[src/rtl/injector_pkg.sv]
package injector_pkg;
  typedef enum logic [1:0] {
    ST_IDLE   = 2'b00,
    ST_RST_SP = 2'b01,
    ST_RST_PC = 2'b10,
    ST_IRQ_BL = 2'b11
  } inj_state_e;

  localparam int INJ_STATE_W = 2;
  localparam int INJ_SRC_N   = 1 << INJ_STATE_W;
endpackage

[src/rtl/inj_seq_fsm.sv]
module inj_seq_fsm
  import injector_pkg::*;
(
  input  logic       clk,
  input  logic       init,
  input  logic       rst_req,
  input  logic       irq_req,
  output inj_state_e state_q
);
  inj_state_e state_d;

  always_comb begin
    state_d = state_q;
    unique case (state_q)
      ST_IDLE: begin
        if (rst_req)      state_d = ST_RST_SP;
        else if (irq_req) state_d = ST_IRQ_BL;
        else              state_d = ST_IDLE;
      end
      ST_RST_SP: state_d = ST_RST_PC;
      ST_RST_PC: state_d = ST_IDLE;
      ST_IRQ_BL: state_d = rst_req ? ST_RST_SP : ST_IDLE;
      default:   state_d = ST_IDLE;
    endcase
  end

  always_ff @(posedge clk) begin
    if (init) state_q <= ST_IDLE;
    else      state_q <= state_d;
  end
endmodule

[src/rtl/inj_word_mux.sv]
module inj_word_mux
  import injector_pkg::*;
#(
  parameter int          WORD_W   = 32,
  parameter logic [31:0] SP_WORD  = 32'hE510_D000,
  parameter logic [31:0] PC_WORD  = 32'hE59F_F000,
  parameter logic [31:0] BL_WORD  = 32'hEB00_0000
) (
  input  logic [INJ_STATE_W-1:0] sel,
  input  logic [WORD_W-1:0]      mem_word,
  output logic [WORD_W-1:0]      out_word
);
  logic [WORD_W-1:0] src [INJ_SRC_N];

  for (genvar i = 0; i < INJ_SRC_N; i++) begin : g_src
    if (i == 0) begin : g_mem
      assign src[i] = mem_word;
    end else if (i == 1) begin : g_sp
      assign src[i] = SP_WORD[WORD_W-1:0];
    end else if (i == 2) begin : g_pc
      assign src[i] = PC_WORD[WORD_W-1:0];
    end else begin : g_bl
      assign src[i] = BL_WORD[WORD_W-1:0];
    end
  end

  assign out_word = src[sel];
endmodule

[src/rtl/pc_clear_gen.sv]
module pc_clear_gen
  import injector_pkg::*;
(
  input  logic       init,
  input  logic       rst_req,
  input  inj_state_e state,
  output logic       pc_clr
);
  logic accepting;

  always_comb begin
    unique case (state)
      ST_IDLE, ST_IRQ_BL: accepting = 1'b1;
      default:            accepting = 1'b0;
    endcase
  end

  assign pc_clr = !init && rst_req && accepting;
endmodule

[src/rtl/boot_irq_injector.sv]
module boot_irq_injector
  import injector_pkg::*;
#(
  parameter int          WORD_W  = 32,
  parameter logic [31:0] SP_WORD = 32'hE510_D000,
  parameter logic [31:0] PC_WORD = 32'hE59F_F000,
  parameter logic [31:0] BL_WORD = 32'hEB00_0000
) (
  input  logic              clk,
  input  logic              init,
  input  logic              rst_req,
  input  logic              irq_req,
  input  logic [WORD_W-1:0] imem_word,
  output logic [WORD_W-1:0] dec_word,
  output logic              pc_clr,
  output logic [1:0]        seq_state
);
  inj_state_e state_q;

  inj_seq_fsm u_fsm (
    .clk     (clk),
    .init    (init),
    .rst_req (rst_req),
    .irq_req (irq_req),
    .state_q (state_q)
  );

  inj_word_mux #(
    .WORD_W  (WORD_W),
    .SP_WORD (SP_WORD),
    .PC_WORD (PC_WORD),
    .BL_WORD (BL_WORD)
  ) u_mux (
    .sel      (state_q),
    .mem_word (imem_word),
    .out_word (dec_word)
  );

  pc_clear_gen u_clr (
    .init    (init),
    .rst_req (rst_req),
    .state   (state_q),
    .pc_clr  (pc_clr)
  );

  assign seq_state = state_q;
endmodule

[config.mk]
export PLATFORM = sky130hd
export DESIGN_NAME = boot_irq_injector
export DESIGN_NICKNAME = d
export VERILOG_FILES = /design/src/rtl/injector_pkg.sv /design/src/rtl/inj_seq_fsm.sv /design/src/rtl/inj_word_mux.sv /design/src/rtl/pc_clear_gen.sv /design/src/rtl/boot_irq_injector.sv
export SDC_FILE = /design/constraint.sdc
export NUM_CORES = 1
export LEC_CHECK = 0
export BUFFER_PORTS_ARGS = -buffer_cell sky130_fd_sc_hd__buf_2
export CELL_PAD_IN_SITES_DETAIL_PLACEMENT = 0
export CELL_PAD_IN_SITES_GLOBAL_PLACEMENT = 1
export CORE_MARGIN = 5
export CORE_UTILIZATION = 15
export CTS_BUF_LIST = sky130_fd_sc_hd__clkbuf_8
export DETAILED_ROUTE_END_ITERATION = 10
export GPL_TIMING_DRIVEN = 0
export PLACE_DENSITY_LB_ADDON = 0.25
export SYNTH_ARGS = -nofsm -noshare
export SYNTH_HDL_FRONTEND = slang
export SYNTH_SLANG_ARGS = --single-unit
[constraint.sdc]
create_clock -name clk -period 1.9 [get_ports clk]
set_input_delay 0.38 -clock clk [delete_from_list [all_inputs] [get_ports clk]]
set_output_delay 0.38 -clock clk [all_outputs]
set_load 0.02 [all_outputs]
==> summary.txt, run 1 <==
Setup path
  – Worst path depth: 5
  – Buf/Inv on CP: 3
  – Crit path max fanout: 10
  – Cell mode on critical path: buf_4
  – R2R depth: 5
  – CP Data Required Time: 1.52 ns
  – Crit end category: output pin
  – CP delay by family, top: buffers and inverters
  – CP Data Arrival Time: between 1 and 1.5 ns
  – Crit-path cells: buf_4, inv_1, ha_1, nor3b_2, buf_4
  – Worst stage delay on the critical path: 0.37 ns
  – Worst setup SP type: flip-flop
  – CP Class: reg -> out
  – Slowest-stage cell, CP: dfxtp_2

Clock network
  – Total CTS buffers: 3
  – CTS root buf: clkbuf_8
  – CTS tree: done
  – Clk slew on worst S/H paths: 0.03 ns
  – Clock sinks: 2
  – H-tree Lvls: 1
  – Clk_lat worst skew: 0.21 ns
  – Post-CTS Hold Buffers: 0
  – Max clock buf depth: 2

Floorplanning
  – Die ar.: approximately 3700 um2
  – Die H: 60.52 um
  – Core area: between 2000 and 2500 um2
  – I/O Pins: 71
  – # rows: 18
  – Die Wd: 60.52 um
  – Initial Util: 0.1560

Power and ir drop
  – Comb pwr share: 0.591
  – Worst vdd ir: 0.0003289 V
  – PD cells: 664.3 nW/um2
  – Pint: approximately 0.00032 W
  – Switching Share: 0.4270
  – Total chip power: 0.0005502 W
  – Seq pwr share: 0.099
  – Leakage: about 0.49 nW
  – P_sw: 0.0002349 W
  – Clock power share: 0.310

STA
  – Clock skew: roughly 0.0018 ns
  – Min Tclk post-route: approximately 1.8 ns
  – Slew @ Worst Pin: ~0.22 ns
  – Final count of negative-setup-slack endpoints: 0
  – Tcrit/Tclk final: 0.9532
  – Final hold viol count: 0
  – Max frequency: 552.2 MHz
  – Slew Limit Fails: 0
  – Relative slew margins: 0.8500
  – RSZ-0062 raised after global routing: false
  – Final worst slack: 0.08898 ns
  – Setup TNS: 0 ns

GRT
  – Global routing's busiest layer: met2
  – Total gr overflow: 0
  – Vias in the first global route: 580
  – Met2 GRT Util: 0.1481
  – Largest net degree at the start of global routing: 11
  – M3 GR Usage: 0.02128
  – Total global-route track usage: 0.08344
  – Initial antenna violation count: 0
  – First-pass GRT wire length: 2.325 mm
  – Grt met1 use: 0.08608

Layout
  – Share of cells above drive strength 1: 0.6045
  – Top flop regs: u_fsm.state_q x2
  – Post-route cell area: approximately 830 um2
  – Layout Area Growth over Synthesis: 116.3%
  – Max reg flops: 2
  – Finished Layout Cells: 164
  – # nets final: between 150 and 200
  – Largest Register: u_fsm.state_q
  – Antenna diode count: 0

Placed design
  – DP Area: 775.7 um2
  – Placer congestion estimate: about 0.58
  – Worst slack, placed: ~0.14 ns
  – Port Buf Inserts: 70
  – Hpwl dp: 1.452 mm
  – Post-Place Cells: around 160

Synth
  – Synth unique cells: 19
  – Cells after Synth: 61
  – Prevailing post-synth register cell: dfxtp_1
  – Avg Inst Size Synth: 6.277 um2
  – Number of synthesis warnings: 0
  – Cell Area, Synth: 382.9 um2
  – Ys async rst share: 0
  – Register area share after synthesis: 0.1046
  – EDFF count, synth: 0
  – Synth Register Bits: 2
  – Mapped Nets: 100

Drt
  – Vias/cell: approximately 4.0
  – ANT nets after route: 0
  – Via count: 649
  – DRT iter0 DRCs: 12
  – Routed WL: 1.692 mm
  – TritonRoute pass-1 iters: 2
  – DR WL/cell: 10.32 um
  – Residual DRC: 0

Run
  – Max-cap violations: 0

Worst hold path
  – Hold path cells: 2
  – Worst hold path class: in -> reg

Run status
  – Status: completed
-- Yosys cell counts, types with 2 or more instances --
library cell / count / share of area
and2_1: 15 / 0.25
nor2_1: 12 / 0.12
o21a_1: 5 / 0.098
inv_1: 4 / 0.039
or3_1: 4 / 0.065
ha_1: 3 / 0.098
a21oi_1: 2 / 0.026
buf_2: 2 / 0.026
dfxtp_1: 2 / 0.10
nand2_1: 2 / 0.020
o21ai_1: 2 / 0.026
-- layout by cell type (no fill, tap or decap), types with 2 or more instances in the layout --
cell type and instances:
buf_2 70, and2_1 15, nor2_1 12, o21a_1 5
inv_1 4, or3_1 4, ha_1 3, clkbuf_8 3
buf_4 2, nand2_1 2, o21ai_1 2, a21oi_1 2
dfxtp_2 2
-- stage by stage --
stage,hold WS (ns),utilization
6_report,0.3581,0.3374
5_1_grt,0.3721,0.3374
4_1_cts,0.3548,0.3349
3_5_place_dp,0.5896,0.3160
3_3_place_gp,0.5849,0.3160
2_1_floorplan,0.4491,-
-- cell type report --
cell class | count | area (um2)
Buffer | 4 | 28.78
Clock buffer | 3 | 41.29
Fill cell | 279 | 1627
Inverter | 4 | 15.01
Multi-Input combinational cell | 51 | 310.3
Sequential cell | 2 | 42.54
Tap cell | 30 | 37.54
Timing Repair Buffer | 70 | 352.8
-- power by group through the flow --
stage | Combinational, W | Sequential, W | Clock, W
after floorplan | 0.000200 | 0.0000570 | 0
after global placement | 0.000325 | 0.0000540 | 0
after detailed placement | 0.000327 | 0.0000542 | 0
after CTS | 0.000329 | 0.0000547 | 0.000178
after global routing | 0.000355 | 0.0000559 | 0.000178
final | 0.000325 | 0.0000545 | 0.000171
-- cells by family (layout without fill, tap and decap cells) --
group           after synthesis  after routing  share of synthesized area
compound gates               10             10                     0.1634
fa+ha+maj                     3              3                    0.09805
buf+inv                       8             81                    0.09802
flops                         2              2                     0.1046
simple gates                 38             38                     0.5360
-- routing by layer --
layer | part of all wire | vias up | wire [um]
li1 | - | 340 | -
met1 | 0.33 | 264 | 566
met2 | 0.47 | 43 | 798
met3 | 0.18 | 2 | 299
met4 | 0.016 | 0 | 27
met5 | 0 | - | 0
-- worst reg2reg max path: cells and delay by family, from the launching register on --
family	cells	cell delay (ns)
flops	1	0.37
buf+inv	2	0.25
compound gates	2	0.24
fa+ha+maj	1	0.21
-- worst paths after layout --
check,endpoint,slack (ns),startpoint
worst max register to register,u_fsm.state_q[0],0.70,u_fsm.state_q[1]
worst max-delay path,pc_clr,0.09,u_fsm.state_q[1]
worst min-delay path,u_fsm.state_q[1],0.36,init
worst min register to register,u_fsm.state_q[1],0.71,u_fsm.state_q[0]
-- timing repair --
| action | 4_1_cts | 5_1_grt |
|---|---|---|
| setup buffers | 0 | 0 |
| resized for setup | 3 | 2 |
| setup endpoints to repair | 1 | 1 |
Power figures use the tool's default switching activity.
==> run 2, diff against run 1 <==
- RECOVER_POWER: not set -> 50
==> summary.txt, run 2 (synthesis gave the netlist of run 1 again) <==
Run status
  – Status: completed

Power and ir drop
  – Worst vdd ir: 0.0003281 V
  – Leakage: 0.4496 nW
  – PD cells: between 600 and 700 nW/um2

Floorplanning
  – Die H: 60.52 um
  – Core area: 2455 um2
  – Die Wd: about 61 um
  – I/O Pins: 71
  – Die ar.: approximately 3700 um2
  – # rows: 18
  – Initial Util: 0.1560

GRT
  – Grt met1 use: 0.08608
  – Vias in the first global route: 580
  – First-pass GRT wire length: 2.325 mm
  – Total gr overflow: 0
  – Total global-route track usage: 0.08344
  – M3 GR Usage: 0.02128
  – Global routing's busiest layer: met2
  – Met2 GRT Util: 0.1481
  – Initial antenna violation count: 0
  – Largest net degree at the start of global routing: 11

STA
  – Slew @ Worst Pin: 0.2764 ns
  – Final hold viol count: 0
  – RSZ-0062 raised after global routing: false
  – Final worst slack: 0.09748 ns
  – Final count of negative-setup-slack endpoints: 0
  – Tcrit/Tclk final: 0.9487
  – Max frequency: 554.8 MHz
  – Setup TNS: 0 ns
  – Relative slew margins: 0.8150
  – Clock skew: ~0.0018 ns
  – Slew Limit Fails: 0
  – Min Tclk post-route: 1.803 ns

Drt
  – Via count: 652
  – Residual DRC: 0
  – TritonRoute pass-1 iters: 2
  – ANT nets after route: 0
  – Routed WL: 1.698 mm
  – DRT iter0 DRCs: 21
  – Vias/cell: 3.976
  – DR WL/cell: between 10 and 15 um

Layout
  – Largest Register: u_fsm.state_q
  – # nets final: 175
  – Most frequent cells in the layout: buf_2 (57), and2_1 (14), nor2_1 (13), clkbuf_1 (13), o21a_1 (5)
  – Share of cells above drive strength 1: 0.5000
  – Commonest non-fill, non-tap cell in the layout: buf_2
  – Max reg flops: 2
  – Layout Area Growth over Synthesis: 111.4%
  – Fin util: 0.3298
  – Top flop regs: u_fsm.state_q x2
  – Antenna diode count: 0

Setup path
  – CP Data Arrival Time: 1.42 ns
  – CP Class: reg -> out
  – CP Data Required Time: 1.52 ns
  – Worst setup SP type: flip-flop
  – Crit path max fanout: 10
  – Worst stage delay on the critical path: approximately 0.37 ns
  – Cell mode on critical path: buf_4
  – Crit-path cells: buf_4, inv_1, ha_1, nor3b_2, buf_4
  – CP delay by family, top: buffers and inverters
  – Buf/Inv on CP: 3
  – Slowest-stage cell, CP: dfxtp_2
  – Crit end category: output pin

Clock network
  – Post-CTS setup buffer count: 0
  – Max clock buf depth: 2
  – Clk slew on worst S/H paths: 0.03 ns
  – Total CTS buffers: 3
  – Clk_lat worst skew: ~0.21 ns
  – CTS root buf: clkbuf_8
  – H-tree Lvls: 1
  – Clock sinks: 2
  – CTS tree: done

Placed design
  – Hpwl dp: between 1 and 1.5 mm
  – Placer congestion estimate: 0.5802
  – Port Buf Inserts: 70
  – Worst slack, placed: ~0.14 ns

Run
  – Max-cap violations: 0

Worst hold path
  – Worst hold path class: in -> reg
[run 2: cell types whose count changed in the layout (fill, tap and decap cells not counted)]
| cell | before | now |
|---|---|---|
| buf_2 | 70 | 57 |
| clkbuf_1 | 0 | 13 |
| and2_1 | 15 | 14 |
| nor2_2 | 1 | 0 |
| and2_0 | 0 | 1 |
| nor2_1 | 12 | 13 |
[run 2: worst register-to-register path, cell delays in order, from the launching register on]
cell     delay, ns
dfxtp_2       0.37
buf_4         0.18
inv_1         0.07
ha_1          0.21
o21ai_0       0.16
a21oi_1       0.08
[run 2: final timing paths]
path	start	to	slack (ns)	cells after the start
worst max-delay path	u_fsm.state_q[1]	pc_clr	0.1	5
worst min-delay path	init	u_fsm.state_q[1]	0.36	2
worst min register to register	u_fsm.state_q[0]	u_fsm.state_q[1]	0.71	3
worst max register to register	u_fsm.state_q[1]	u_fsm.state_q[0]	0.71	5
[run 2: cell type report]
type	instances	area, um2
Sequential cell	2	42.54
Inverter	4	15.01
Clock buffer	3	41.29
Tap cell	30	37.54
Fill cell	288	1645
Timing Repair Buffer	70	336.6
Buffer	4	28.78
Multi-Input combinational cell	51	307.8
[run 2: repair_timing]
action,in CTS,in global routing
hold buffers,0,0
pin swaps,0,0
hold endpoints to repair,0,0
setup endpoints to repair,1,1
gates cloned,0,0
gates resized for setup,3,2
[run 2: metrics by stage]
stage	cells	power (W)	hold slack, ns	area, um2
4_1_cts	164	0.0005616	0.3548	822.0
5_1_grt	164	0.0005815	0.3721	809.5
3_5_place_dp	161	0.0003814	0.5896	775.7
2_1_floorplan	61	0.0002567	0.4491	387.9
3_3_place_gp	161	0.0003791	0.5849	775.7
6_report	164	0.0005421	0.3581	809.5
[run 2: power by group]
group / internal, W / switching, W / leakage, nW
Sequential: 0.0000471 / 0.00000692 / 0.0172
Combinational: 0.000125 / 0.000192 / 0.411
Clock: 0.000134 / 0.0000364 / 0.0216
Total: 0.000306 / 0.000236 / 0.450
[run 2: routing by layer]
layer | share of wire | vias up
li1 | - | 340
met1 | 0.34 | 267
met2 | 0.47 | 43
met3 | 0.18 | 2
met4 | 0.016 | 0
met5 | 0 | -
